`config.mk`:
```
export PLATFORM = sky130hd
export DESIGN_NAME = ddr_lane_serializer
export DESIGN_NICKNAME = d
export VERILOG_FILES = /design/src/rtl/ddrser_pkg.sv /design/src/rtl/ddrser_timing.sv /design/src/rtl/ddrser_lane.sv /design/src/rtl/ddr_lane_serializer.sv
export SDC_FILE = /design/constraint.sdc
export NUM_CORES = 1
export LEC_CHECK = 0
export BUFFER_PORTS_ARGS = -buffer_cell sky130_fd_sc_hd__buf_2
export CAP_MARGIN = 30
export CORE_ASPECT_RATIO = 0.8
export CORE_MARGIN = 2
export CORE_UTILIZATION = 58
export DETAILED_ROUTE_END_ITERATION = 16
export GPL_TIMING_DRIVEN = 0
export PLACE_DENSITY = 0.92
export SYNTH_ARGS = -nofsm -noshare
export SYNTH_HDL_FRONTEND = slang
export SYNTH_SLANG_ARGS = --single-unit
```
`constraint.sdc`:
```
create_clock -name clk -period 2.86 [get_ports clk]
set_input_delay 0.143 -clock clk [delete_from_list [all_inputs] [get_ports clk]]
set_output_delay 0.143 -clock clk [all_outputs]
set_load 0.1 [all_outputs]
```
`src/rtl/ddrser_pkg.sv`:
```
package ddrser_pkg;

    localparam int WORD_W = 12;
    localparam int HALF_W = WORD_W / 2;
    localparam int POS_W  = $clog2(WORD_W);

    typedef logic [WORD_W-1:0] word_t;
    typedef logic [POS_W-1:0]  pos_t;

    localparam word_t TEST_WORD = 12'h0BD;
    localparam pos_t  POS_LAST  = pos_t'(WORD_W - 1);
    localparam pos_t  POS_HALF  = pos_t'(HALF_W - 1);

    typedef enum logic {
        FMT_TWOS   = 1'b0,
        FMT_OFFSET = 1'b1
    } fmt_e;

    // Per-edge command from the bit sequencer to every lane
    typedef struct packed {
        logic load;
        logic shift;
    } lane_ctl_t;

    function automatic word_t encode_word(word_t raw, fmt_e fmt, logic tst);
        word_t w;
        w = raw;
        if (fmt == FMT_OFFSET)
            w[WORD_W-1] = ~raw[WORD_W-1];
        if (tst)
            w = TEST_WORD;
        return w;
    endfunction

endpackage

```
`src/rtl/ddrser_timing.sv`:
```
module ddrser_timing
    import ddrser_pkg::*;
(
    input  logic      clk,
    input  logic      rst,
    input  logic      pd,
    output lane_ctl_t ctl,
    output logic      ph_o,
    output pos_t      pos_o,
    output logic      frame_o,
    output logic      fclk_o
);

    logic ph_q;
    pos_t pos_q;
    logic frame_q;
    logic fclk_q;

    // ph_q = 0: first half of a bit, 1: second half (forwarded edge already placed)
    always_ff @(posedge clk) begin
        if (rst || pd) begin
            ph_q    <= 1'b0;
            pos_q   <= POS_LAST;
            frame_q <= 1'b0;
            fclk_q  <= 1'b0;
        end else begin
            ph_q <= ~ph_q;
            if (!ph_q) begin
                // mid-bit edge: high after even bits, low after odd bits
                fclk_q <= ~pos_q[0];
            end else if (pos_q == POS_LAST) begin
                pos_q   <= '0;
                frame_q <= 1'b1;
            end else begin
                pos_q <= pos_q + pos_t'(1);
                if (pos_q == POS_HALF)
                    frame_q <= 1'b0;
            end
        end
    end

    always_comb begin
        ctl.load  = ph_q && (pos_q == POS_LAST);
        ctl.shift = ph_q && (pos_q != POS_LAST);
    end

    assign ph_o    = ph_q;
    assign pos_o   = pos_q;
    assign frame_o = frame_q;
    assign fclk_o  = fclk_q;

endmodule

```
`src/rtl/ddrser_lane.sv`:
```
module ddrser_lane
    import ddrser_pkg::*;
(
    input  logic      clk,
    input  logic      rst,
    input  logic      pd,
    input  lane_ctl_t ctl,
    input  word_t     word_in,
    output logic      bit_o
);

    word_t sh_q;

    always_ff @(posedge clk) begin
        if (rst || pd)
            sh_q <= '0;
        else if (ctl.load)
            sh_q <= word_in;
        else if (ctl.shift)
            sh_q <= {1'b0, sh_q[WORD_W-1:1]};
    end

    assign bit_o = sh_q[0];

endmodule

```
`src/rtl/ddr_lane_serializer.sv`:
```
module ddr_lane_serializer
    import ddrser_pkg::*;
#(
    parameter int NCH = 8
) (
    input  logic                clk,
    input  logic                rst,
    input  logic                pwr_down,
    input  logic                fmt_bin,
    input  logic                test_en,
    input  logic [NCH*12-1:0]   samp_data,
    output logic [NCH-1:0]      lane_o,
    output logic                fclk_o,
    output logic                frame_o
);

    lane_ctl_t ctl_w;
    logic      ph_w;
    pos_t      pos_w;
    fmt_e      fmt_w;

    assign fmt_w = fmt_e'(fmt_bin);

    ddrser_timing timing_i (
        .clk     (clk),
        .rst     (rst),
        .pd      (pwr_down),
        .ctl     (ctl_w),
        .ph_o    (ph_w),
        .pos_o   (pos_w),
        .frame_o (frame_o),
        .fclk_o  (fclk_o)
    );

    for (genvar c = 0; c < NCH; c++) begin : g_lane
        word_t enc_w;
        assign enc_w = encode_word(samp_data[c*WORD_W +: WORD_W], fmt_w, test_en);

        ddrser_lane lane_i (
            .clk     (clk),
            .rst     (rst),
            .pd      (pwr_down),
            .ctl     (ctl_w),
            .word_in (enc_w),
            .bit_o   (lane_o[c])
        );
    end

endmodule

```
### Yosys cells after proc, flatten, opt, wreduce, memory -nomap -nowiden

Cells that the tools add are included.

* add/subtract/negate cells: 1
* $mul: 0
* divide/modulo/power cells: 0
* order comparisons: 0
* equal/unequal tests: 3
* shift operators: 0
* multiplexer cells: 35
* bitwise gates (word level): 10
* reduce and logical (&&, ||, !) cells: 6

Operator list (count)
* two-way mux 12 bit: 24
* two-way mux 1 bit: 10
* inverter 1 bit: 10
* adder 4 x 1 -> 4 bit (second input constant): 1
* equality test 4 x 3 -> 1 bit (second input constant): 1
* equality test 4 bit (second input constant): 1
* two-way mux 4 bit: 1
* != test 4 bit (second input constant): 1
* nonzero test 2 bit: 2
* logical AND 1 bit: 2
* AND reduction 2 bit: 1
* logical OR 1 bit: 1

* flip-flop bits (word level): 103
* latch bits: 0
* memory bits (writable): 0
* memory bits (read-only): 0
* input port bits: 101
* output and inout bits: 10
* memories: 0

### Logic depth before layout (Yosys ltp)

Gate-level depths: netlist of the first run.

* depth after elaboration: 4
* depth in mapped cells: 7

### By module

From an unflattened synthesis of the first run, not the netlist that was laid out.

* cell total of the unflattened synthesis: 579
* area total of the unflattened synthesis: 5833.1 sq um

By module, submodules not included
* ddrser_lane: times used 8, cells an instance 53, area an instance 595.6 sq um
* ddr_lane_serializer: times used 1, cells an instance 115, area an instance 735.7 sq um
* ddrser_timing: times used 1, cells an instance 40, area an instance 332.8 sq um

### Worst setup path after synthesis of the first run

Ideal clock, no wire load.

* path kind: register to register
* start: register timing_i.pos_q[0] (netlist: timing_i.pos_o[0])
* end: register g_lane[6].lane_i.sh_q[5]
* setup time: 0.127 ns
* arrival: 1.333 ns
* data required time: 2.733 ns
* path slack: 1.400 ns
* stages on the path, launching flop included: 8
* path through: dfxtp_1 ha_1 and3b_1 buf_2 buf_4 buf_2 o2111ai_1 nand3_1

* longest elaborated chain between the ends: 3
* elaborated cells between the ends (all ways): 6
* those cells by class: 2 x eq/ne; 1 x mux; 3 x reduce/logical

Ends and longest elaborated chain
* start: declaration: line ddrser_timing.sv:15 `pos_t pos_q;`
* start signal: assignment: line ddrser_timing.sv:35 `pos_q <= pos_q + pos_t'(1);`
* equality test 4 bit / != test 4 bit (equally long branches): line ddrser_timing.sv:43, ddrser_timing.sv:44
* logical AND 1 bit (on tied branches): line ddrser_timing.sv:43, ddrser_timing.sv:44
* two-way mux 12 bit / nonzero test 2 bit (equally long branches)
* end signal: assignment: line ddrser_lane.sv:18 `sh_q <= word_in;`
* end signal: assignment: line ddrser_lane.sv:20 `sh_q <= {1'b0, sh_q[WORD_W-1:1]};`
* end: declaration: line ddrser_lane.sv:12 `word_t sh_q;`

Parallel ways exist; a longest one is shown, timed or not.
A chain may end at the register's enable or synchronous reset.

### Final worst setup path of the first run

* start: register timing_i.pos_q[0] (netlist: timing_i.pos_o[0])
* end: register g_lane[6].lane_i.sh_q[4]

Same word-level chain as after synthesis.

==> results of run 1 <==
-- state kept, by name, summed over array words and instances, names as in the netlist --
register and flops:
timing_i.ph_o 1, timing_i.pos_o 4, timing_i.frame_o 1, timing_i.fclk_o 1, g_lane.lane_i.sh_q 96
-- through the flow --
stage	cells	hold slack (ns)	utilization	cell area [µm²]
floorplan	586	0.311	-	4880
detailed placement	802	0.412	0.690	5560
finish	818	0.0197	0.712	5740
CTS	818	0.0255	0.712	5740
global route	818	0.0353	0.712	5740
global placement	802	0.403	0.690	5560
-- how the worst max path moves through the flow --
stage,from,end,slack (ns),depth (start not counted)
floorplan,timing_i.pos_o[0],g_lane[6].lane_i.sh_q[5],1.40,7
global placement,timing_i.pos_o[0],g_lane[6].lane_i.sh_q[4],1.14,7
global route,timing_i.pos_o[0],g_lane[6].lane_i.sh_q[4],0.95,7
detailed placement,timing_i.pos_o[0],g_lane[1].lane_i.sh_q[7],1.14,7
finish,timing_i.pos_o[0],g_lane[6].lane_i.sh_q[4],1.03,7
CTS,timing_i.pos_o[0],g_lane[1].lane_i.sh_q[0],1.08,7
-- area by class of cell --
class | instances | area [µm²]
Clock buffer | 13 | 159
Timing Repair Buffer | 108 | 541
Fill cell | 660 | 2320
Multi-Input combinational cell | 395 | 2420
Sequential cell | 103 | 2060
Tap cell | 108 | 135
Inverter | 2 | 7.51
Buffer | 86 | 395
Clock inverter | 3 | 17.5
-- critical path: stages (launching register included) --
cell       delay [ns]
dfxtp_1          0.43
ha_1             0.24
and3b_1          0.17
buf_2            0.19
buf_4            0.21
buf_2            0.25
o2111ai_1        0.16
nand3_1          0.12
-- layer usage --
metal,track usage,vias to the layer above
met5,0,-
met4,0.105,0
met3,0.0638,54
met2,0.546,381
met1,0.439,2525
li1,-,2455
-- power by group through the flow --
stage | clock network, mW | logic, mW | registers (mW)
floorplan | 0 | 0.292 | 1.53
CTS | 0.854 | 0.473 | 1.50
detailed placement | 0 | 0.469 | 1.53
global route | 0.914 | 0.521 | 1.51
global placement | 0 | 0.455 | 1.53
finish | 0.861 | 0.487 | 1.50
-- cell usage after synthesis --
| master | number | area (µm²) |
|---|---|---|
| clkbuf_1 | 48 | 180 |
| xor2_1 | 2 | 17.5 |
| o2111ai_1 | 48 | 420 |
| o211ai_1 | 1 | 7.51 |
| inv_1 | 2 | 7.51 |
| dfxtp_1 | 103 | 2060 |
| o2bb2ai_1 | 8 | 70.1 |
| a31oi_1 | 40 | 250 |
| o21ai_0 | 43 | 215 |
| and3b_1 | 1 | 8.76 |
| buf_2 | 19 | 95.1 |
| buf_1 | 7 | 26.3 |
| a21oi_1 | 1 | 5.00 |
| ha_1 | 2 | 25.0 |
| nor3b_1 | 1 | 7.51 |
| nor3_1 | 1 | 5.00 |
| nor2_1 | 1 | 3.75 |
| nand3_1 | 96 | 480 |
| xnor2_1 | 8 | 70.1 |
| nand2_1 | 45 | 169 |
| nand2b_1 | 1 | 6.26 |
| or2_0 | 1 | 6.26 |
| nand4_1 | 49 | 307 |
| nand3b_1 | 41 | 308 |
| buf_6 | 1 | 11.3 |
| nor2_2 | 2 | 12.5 |
| or3_1 | 1 | 6.26 |
| buf_4 | 11 | 82.6 |
| nand4b_1 | 2 | 17.5 |
-- cell usage in the layout (no fill, tap or decap), drive strengths merged --
cell type,n
o21ai,43
nor3,1
o211ai,1
or3,1
xnor2,8
a21oi,1
xor2,2
a31oi,40
dfxtp,103
clkbuf,61
nand4,49
inv,2
clkinv,2
nor2,3
and3b,1
clkinvlp,1
nand2b,1
nand3b,41
o2111ai,48
nand3,96
buf,146
o2bb2ai,8
ha,2
nor3b,1
nand2,45
nand4b,2
or2,1
-- cell families after synthesis --
| logic type | share of synthesized area |
|---|---|
| simple gates | 0.274 |
| compound gates | 0.198 |
| flops | 0.422 |
| buf+inv | 0.0825 |
| xor+xnor | 0.0179 |
| fa+ha+maj | 0.00512 |
==> impl_results.md, run 1 <==
* Tot GR Track Use at 0.330
* CTS HTree Levels at 3
* Seq cells post-synth at 103
* Post-synth cell types at 29
* Router iterations before antenna repair at 5
* Terminus of the critical flop-to-flop path: g_lane[6].lane_i.sh_q[4]
* Post-route DRC at 0
* WHS Endpoint: g_lane[1].lane_i.sh_q[3]
* Warnings from Yosys at 0
* Max-slew violations at 0
* Pre-CTS setup slack at 1.14 ns
* Slew HR at 0.588
* Worst setup margin at ~1.0 ns
* CP startpoint kind: flip-flop
* Outcome: complete, no violations
* Gr ovfl total at 0
* Largest fanout on the critical path at 10
* Hold Vio Cnt, Final at 0
* Setup TNS at 0 ns
* Top sig layer: met4
* Seq pwr share at 0.527
* Worst-skew pair later-pin latency at around 0.37 ns
* Critical Path Sink Type: flip-flop
* Syn Inst Count at 586
* Peak supply drop at 0.250 mV
* Remaining antenna violation count at 0
* Slew @ Worst Pin at around 0.62 ns
* Area grow syn2layout at 17.4%
* Area of the die at 0.00917 mm²
* Metal3 WL at 1.72 mm
* Die Wd at roughly 110 µm
* Initial DRC Count at 539
* Core box area at a little over 0.008 mm²
* Tmin final at 1.83 ns
* Comb power frac at 0.171
* Clock sinks at between 100 and 150
* Required @ worst endpoint at about 3.2 ns
* Final HPWL DP at ~10 mm
* Layout cells sized above 1 at 0.218
* Vias in the first global route at ~5,000
* FP Rows at 29
* Final net count at between 800 and 900
* Gpl congestion at 0.926
* Hold Startpoint: samp_data[15]
* Worst Hold Class: input pin to flip-flop
* Worst R2R Start: timing_i.pos_o[0]
* Register-to-Register Path Depth at 7
* Routed WL at 15.0 mm
* Period utilization at 0.641
* Initial cell density of the core at 0.606
* Detail Route met2 WL at ~7.0 mm
* Internal power at approximately 2 mW
* Switching pwr at 857 µW
* Boundary Pins at 111
* Largest net degree at the start of global routing at 16
* Total power at 2.85 mW
* Met1 wire length at 5.93 mm
* Initial antenna violation count at 0
* Static Leakage at 2.20 nW
* Setup CP Type: flip-flop to flip-flop
* Mapped Area at 0.00488 mm²
* Fmax at 0.546 GHz
* Post-cts hold buffer count at 0
* Max clock buf depth at 2
* Post-DR wirelength/cell at 18.3 µm
* # port buffers at 108
* Number of buffers created by CTS at 9
* Via count at ~5,400
* Number of inserted diodes at 0
* First-pass GRT wire length at 24.3 mm
* Net Count, Synth at 689
* R2R Setup Slk at 1.03 ns
* Setup violators final at 0
* Die Y-Extent at 86.1 µm
* Hold path cells at 3
* WP data arrival at 2.15 ns
* Switch share at 0.301
* Reg clk slew, reported paths at about 0.090 ns
* Synth Area per Inst at 8.33 µm²
* Via/cell ratio at between 6 and 7
* Post-cts resize count at 0
* RSZ-0062 raised after global routing: false
* Clock network fraction of total power at 0.302
* PD cells at between 400 and 500 mW/mm²
* CTS tree: built
* Postcts setup bufs at 0
* Max Cap Violations at 0
* Clock skew at about 0.0059 ns
* Seq/Total Area, Yosys at 0.422
* Clock root cell: clkbuf_8
Power figures use the tool's default switching activity.
==> run 2, diff against run 1 <==
--- a/config.mk
+++ b/config.mk
@@ -9,10 +9,10 @@
 export CAP_MARGIN = 30
 export CORE_ASPECT_RATIO = 0.8
 export CORE_MARGIN = 2
-export CORE_UTILIZATION = 58
+export CORE_UTILIZATION = 49
 export DETAILED_ROUTE_END_ITERATION = 16
 export GPL_TIMING_DRIVEN = 0
-export PLACE_DENSITY = 0.92
+export PLACE_DENSITY = 0.83
 export SYNTH_ARGS = -nofsm -noshare
 export SYNTH_HDL_FRONTEND = slang
 export SYNTH_SLANG_ARGS = --single-unit
==> constraint.sdc (replaced) <==
create_clock -name clk -period 1.5 [get_ports clk]
set_input_delay 0.075 -clock clk [delete_from_list [all_inputs] [get_ports clk]]
set_output_delay 0.075 -clock clk [all_outputs]
set_load 0.1 [all_outputs]
==> run 2 against run 1 <==
The flow now finishes with violations (negative hold slack); sequential share of layout area shrank 3.3 points; maximum frequency grew 22%; utilization shrank 5.6 points; critical path depth shrank 2; sequential cell count is the same; cell area grew 10%; power grew 130%.
==> impl_results.md, run 2 (synthesis gave the netlist of run 1 again) <==
* Vias in the first global route at 5,000
* Post-route DRC at 0
* Area grow syn2layout at 29.7%
* CP startpoint kind: flip-flop
* Failing checks: negative hold slack
* Boundary Pins at around 110
* Biggest register: g_lane.lane_i.sh_q
* Layout cells sized above 1 at 0.259
* Worst Hold Class: input pin to flip-flop
* Max Cap Violations at 0
* Hold Vio Cnt, Final at 3
* Core box area at 0.00965 mm²
* Max clock buf depth at 2
* Via count at roughly 5,500
* CP Cell Sequence: nand3b_1, buf_2, buf_2, nand4_1, nand3_1
* Max-slew violations at 0
* Outcome: finished, violations left
* Slew HR at 0.589
* Commonest non-fill, non-tap cell in the layout: buf_2
* Clock root cell: clkbuf_16
* Static Leakage at 2.48 nW
* CTS HTree Levels at 3
* Worst-skew pair later-pin latency at roughly 0.35 ns
* Critical-path cell with the highest stage delay: dfxtp_1
* Peak supply drop at about 0.51 mV
* Fmax at about 0.67 GHz
* Gpl congestion at 0.877
* Number of buffers created by CTS at 9
* WP data arrival at 1.78 ns
* Required @ worst endpoint at approximately 1.8 ns
* Largest net degree at the start of global routing at 20
* Max reg flops at 96
* RSZ-0062 raised after global routing: true
* Number of inserted diodes at 0
* Routed WL at 15.7 mm
* Via/cell ratio at 6.34
* First-pass GRT wire length at 24.1 mm
* CTS tree: built
* Die Y-Extent at 93.3 µm
* # port buffers at 108
* Final Util at 0.656
* Tmin final at between 1 and 1.5 ns
* Final Non-Filler Cells at 869
* Area of the die at 0.0108 mm²
* Router iterations before antenna repair at 5
* Initial DRC Count at 585
* Clock sinks at 103
* Total power at between 6 and 7 mW
* Most frequent cells in the layout: buf_2, dfxtp_1, nand3_1
* DP Cell Count at 830
* Die Wd at 116 µm
* PD cells at 1030 mW/mm²
* Setup CP Type: flip-flop to flip-flop
* Initial cell density of the core at 0.506
* Period utilization at 0.998
* Slew @ Worst Pin at 0.616 ns
* WHS at -0.00359 ns
* Worst path max stage delay at 0.49 ns
* Post-DR wirelength/cell at 18.1 µm
* Reg clk slew, reported paths at 0.07 ns
* Crit-path most repeated cell: buf_2
* Remaining antenna violation count at 0
* Gr ovfl total at 0
* Clock skew at ~0.0066 ns
* Worst setup margin at 0.00315 ns
* Setup TNS at 0 ns
* Setup violators final at 0
* Tot GR Track Use at 0.282
* Final net count at 831
* Initial antenna violation count at 0
* FP Rows at 32
* Critical Path Sink Type: flip-flop
* Final HPWL DP at 10.3 mm
* Pre-CTS setup slack at -0.242 ns
* Largest fanout on the critical path at 10
## run 2: power breakdown
group	internal (mW)	switching [mW]
registers	2.81	0.0505
clock network	1.55	1.05
logic	0.405	0.672
## run 2: worst max-delay path, delay by kind of cell, from the launching register on
kind	cells	cell delay (ns)
buf+inv	2	0.47
simple gates	3	0.47
flops	1	0.49
## run 2: what timing repair did
item                       CTS  global route
buffers inserted             1             1
cloned                       0             2
hold endpoints to repair    20             0
pin swaps                    1            10
hold buffers                20             0
gates resized for setup     31            37
setup endpoints to repair   96            90
## run 2: final timing paths
kind / cells past startpoint / end / slack [ns] / from
min reg2reg: 2 / g_lane[4].lane_i.sh_q[8] / 0.47 / g_lane[4].lane_i.sh_q[9]
max: 5 / g_lane[5].lane_i.sh_q[4] / 0.003 / timing_i.pos_o[2]
min: 3 / g_lane[1].lane_i.sh_q[0] / -0.004 / samp_data[12]
max reg2reg: 5 / g_lane[5].lane_i.sh_q[4] / 0.003 / timing_i.pos_o[2]
## run 2: stage by stage
step	hold slack (ns)	area, µm²
after floorplan	0.243	4880
final	-0.00359	6330
after global routing	0.0000726	6330
after detailed placement	0.343	5590
after global placement	0.338	5590
after CTS	0.000480	6180
## run 2: layout make-up
| class | count | area, µm² |
|---|---|---|
| repair buffers | 132 | 806 |
| plain buffers | 85 | 485 |
| well taps | 136 | 170 |
| clock inverters | 3 | 65.1 |
| multi-input cells | 395 | 2470 |
| flip-flops and latches | 103 | 2070 |
| inverters | 2 | 7.51 |
| clock buffers | 13 | 260 |
| fillers | 754 | 3320 |
## run 2: layer usage
| metal | routed length, µm | track usage | vias to the layer above |
|---|---|---|---|
| met4 | 498 | 0.102 | 0 |
| met5 | 0 | 0 | - |
| met1 | 6640 | 0.393 | 2601 |
| li1 | - | - | 2504 |
| met3 | 1490 | 0.0564 | 54 |
| met2 | 7100 | 0.435 | 349 |
==> run 3, diff against run 2 <==
--- a/config.mk
+++ b/config.mk
@@ -8,11 +8,11 @@
 export BUFFER_PORTS_ARGS = -buffer_cell sky130_fd_sc_hd__buf_2
 export CAP_MARGIN = 30
 export CORE_ASPECT_RATIO = 0.8
-export CORE_MARGIN = 2
-export CORE_UTILIZATION = 49
+export CORE_MARGIN = 1.5
+export CORE_UTILIZATION = 51
 export DETAILED_ROUTE_END_ITERATION = 16
-export GPL_TIMING_DRIVEN = 0
-export PLACE_DENSITY = 0.83
+export PLACE_DENSITY = 0.84
 export SYNTH_ARGS = -nofsm -noshare
 export SYNTH_HDL_FRONTEND = slang
+export SYNTH_HIERARCHICAL = 1
 export SYNTH_SLANG_ARGS = --single-unit
==> run 3 against run 2 <==
The flow finishes with violations (negative setup slack); area after synthesis is 19% higher; hold slack gained 0.10 ns; first-iteration DRC count is 64% lower; combinational power shrank 12%; register-to-register slack got worse by 0.20 ns; clock skew decreased by 0.0013 ns; cell area rose by 14%; worst setup slack got worse by 0.20 ns; die area up 12%.
==> impl_results.md, run 3 <==
* Outcome: finished, violations left
* Failing checks: negative setup slack
* Vias in the first global route at 4,488
* Max Cap Violations at 0
* Clock skew at 0.00534 ns
* Largest fanout on the critical path at 26
* Required @ worst endpoint at between 1.5 and 2 ns
* Top cell type's share of synthesized area at 0.353
* Area grow syn2layout at 24.1%
* Max-slew violations at 0
* Hold Vio Cnt, Final at 0
* Die Wd at 123 µm
* WHS at 0.0986 ns
* # port buffers at 110
* CP bufs+invs at 2
* Ys flop type: dfxtp_1
* Seq/Total Area, Yosys at 0.353
* Synth Area per Inst at slightly above 10 µm²
* Final net count at 793
* Initial antenna violation count at 0
* Mapped Area at about 0.006 mm²
* Switch share at 0.236
* Worst path max stage delay at 0.35 ns
* First-pass GRT wire length at between 20 and 25 mm
* FP Rows at 34
* Warnings from Yosys at 6
* WP data arrival at 1.94 ns
* Core box area at 0.0110 mm²
* Hold path cells at 2
* WP depth at 6
* Number of flops mapped to enable cells by yosys at 0
* Gr ovfl total at 0
* Internal power at 4.81 mW
* Initial cell density of the core at 0.529
* Initial DRC Count at between 200 and 250
* Clock root cell: clkbuf_16
* Post-synth top cells: dfxtp_1, mux2_2, nand2b_1, o211a_1, nor2b_1
* Clock sinks at between 100 and 150
* Router iterations before antenna repair at 4
* Kind of cell adding the most delay to the critical path: compound AO/OA/AOI/OAI gates
* Worst Hold Class: input pin to flip-flop
* Largest cells by area after synthesis: dfxtp_1, mux2_2, o211a_1
* Slew HR at 0.469
* Commonest non-fill, non-tap cell in the layout: buf_2
* Max clock buf depth at 2
* Max reg flops at 96
* Seq pwr share at 0.456
* Setup TNS at -14.38 ns
* Peak supply drop at 0.602 mV
* Final HPWL DP at 7.99 mm
* Most frequent cells in the layout: buf_2, dfxtp_1, nand2b_1, o211a_1, mux2_4
* Total power at roughly 6.3 mW
* CP startpoint kind: flip-flop
* Gpl congestion at 0.761
* Critical Path Sink Type: flip-flop
* Setup CP Type: flip-flop to flip-flop
* Tot GR Track Use at 0.217
* Syn Inst Count at 579
* Worst-skew pair later-pin latency at between 0.3 and 0.4 ns
* Post-synth cell types at 30
* Ys async rst share at 0
* Net Count, Synth at 682
* Clock network fraction of total power at 0.393
* Die Y-Extent at 98.7 µm
* Via count at 4,435
* Post-route DRC at 0
* CTS HTree Levels at 3
* Pre-CTS setup slack at -0.255 ns
* Layout cells sized above 1 at 0.390
* CTS tree: built
* Remaining antenna violation count at 0
* Seq cells post-synth at 103
* Fmax at 0.588 GHz
* Critical-path cell with the highest stage delay: dfxtp_4
* Switching pwr at around 1.5 mW
* CP Cell Sequence: ha_4, a31oi_4, buf_12, buf_16, mux2_2, o211a_1
* Tmin final at 1.70 ns
* Boundary Pins at 111
* Worst setup margin at -0.200 ns
* Comb power frac at 0.151
* Reg clk slew, reported paths at around 0.060 ns
* Top-count cell post-synth: dfxtp_1
* Area of the die at 0.0121 mm²
* Post-DR wirelength/cell at between 15 and 20 µm
* Number of inserted diodes at 0
* Number of buffers created by CTS at 9
* Biggest register: g_lane.lane_i/sh_q
* Period utilization at 1.13
* Post-cts hold buffer count at 0
* RSZ-0062 raised after global routing: true
* PD cells at 870 mW/mm²
* Routed WL at 12.7 mm
* Static Leakage at just over 4 nW
* Slew @ Worst Pin at 0.793 ns
* Largest net degree at the start of global routing at 59
* Via/cell ratio at 5.29
* Synth area leader: dfxtp_1
* Register-to-Register Path Depth at 6
* Setup violators final at slightly above 90
==> run 3: layer usage <==
metal | share of wire | track usage | wire (µm)
met1 | 0.46 | 0.275 | 5890
met3 | 0.033 | 0.0451 | 425
met4 | 0.011 | 0.0537 | 146
met2 | 0.49 | 0.375 | 6280
met5 | 0 | 0 | 0
==> run 3: timing repair <==
action                                  CTS  global route
gates cloned                              7             0
buffers inserted                          4             0
pin swaps                                17             5
gates resized for setup                  57            15
endpoints found under the setup margin   96            96
==> run 3: cell families after synthesis <==
group | synth area share
buf+inv | 0.0586
compound gates | 0.173
simple gates | 0.229
fa+ha+maj | 0.00429
flops | 0.353
xor+xnor | 0.0120
mux | 0.170
==> run 3: worst paths after layout <==
path,start,end,slack [ns]
hold / removal,pwr_down,timing_i/ph_o,0.1
hold reg to reg,timing_i/frame_o,timing_i/frame_o,0.53
setup reg to reg,timing_i/pos_o[1],g_lane[2].lane_i/sh_q[7],-0.20
setup / recovery,timing_i/pos_o[1],g_lane[2].lane_i/sh_q[7],-0.20
==> run 3: area by class of cell <==
| type | instances | area [µm²] |
|---|---|---|
| inverter | 4 | 15.0 |
| fill | 883 | 3780 |
| clock buffer | 11 | 243 |
| clock inverter | 4 | 70.1 |
| timing repair buffer | 141 | 968 |
| tap | 144 | 180 |
| sequential | 103 | 2070 |
| multi-input combinational | 431 | 3690 |
==> run 3: metrics by stage <==
| step | instance area, µm² | std cells | utilization |
|---|---|---|---|
| 2_1_floorplan | 5950 | 579 | - |
| 3_3_place_gp | 6510 | 813 | 0.591 |
| 3_5_place_dp | 6510 | 813 | 0.591 |
| 4_1_cts | 7210 | 839 | 0.654 |
| 5_1_grt | 7240 | 838 | 0.657 |
| 6_report | 7240 | 838 | 0.657 |
==> run 3: power groups by stage <==
| stage | Clock [mW] | Sequential [mW] | Combinational (mW) |
|---|---|---|---|
| after floorplan | 0 | 2.97 | 0.596 |
| after global placement | 0 | 2.92 | 0.833 |
| after detailed placement | 0 | 2.93 | 0.858 |
| after CTS | 2.52 | 2.87 | 0.948 |
| after global routing | 2.62 | 2.88 | 1.04 |
| final | 2.48 | 2.87 | 0.950 |
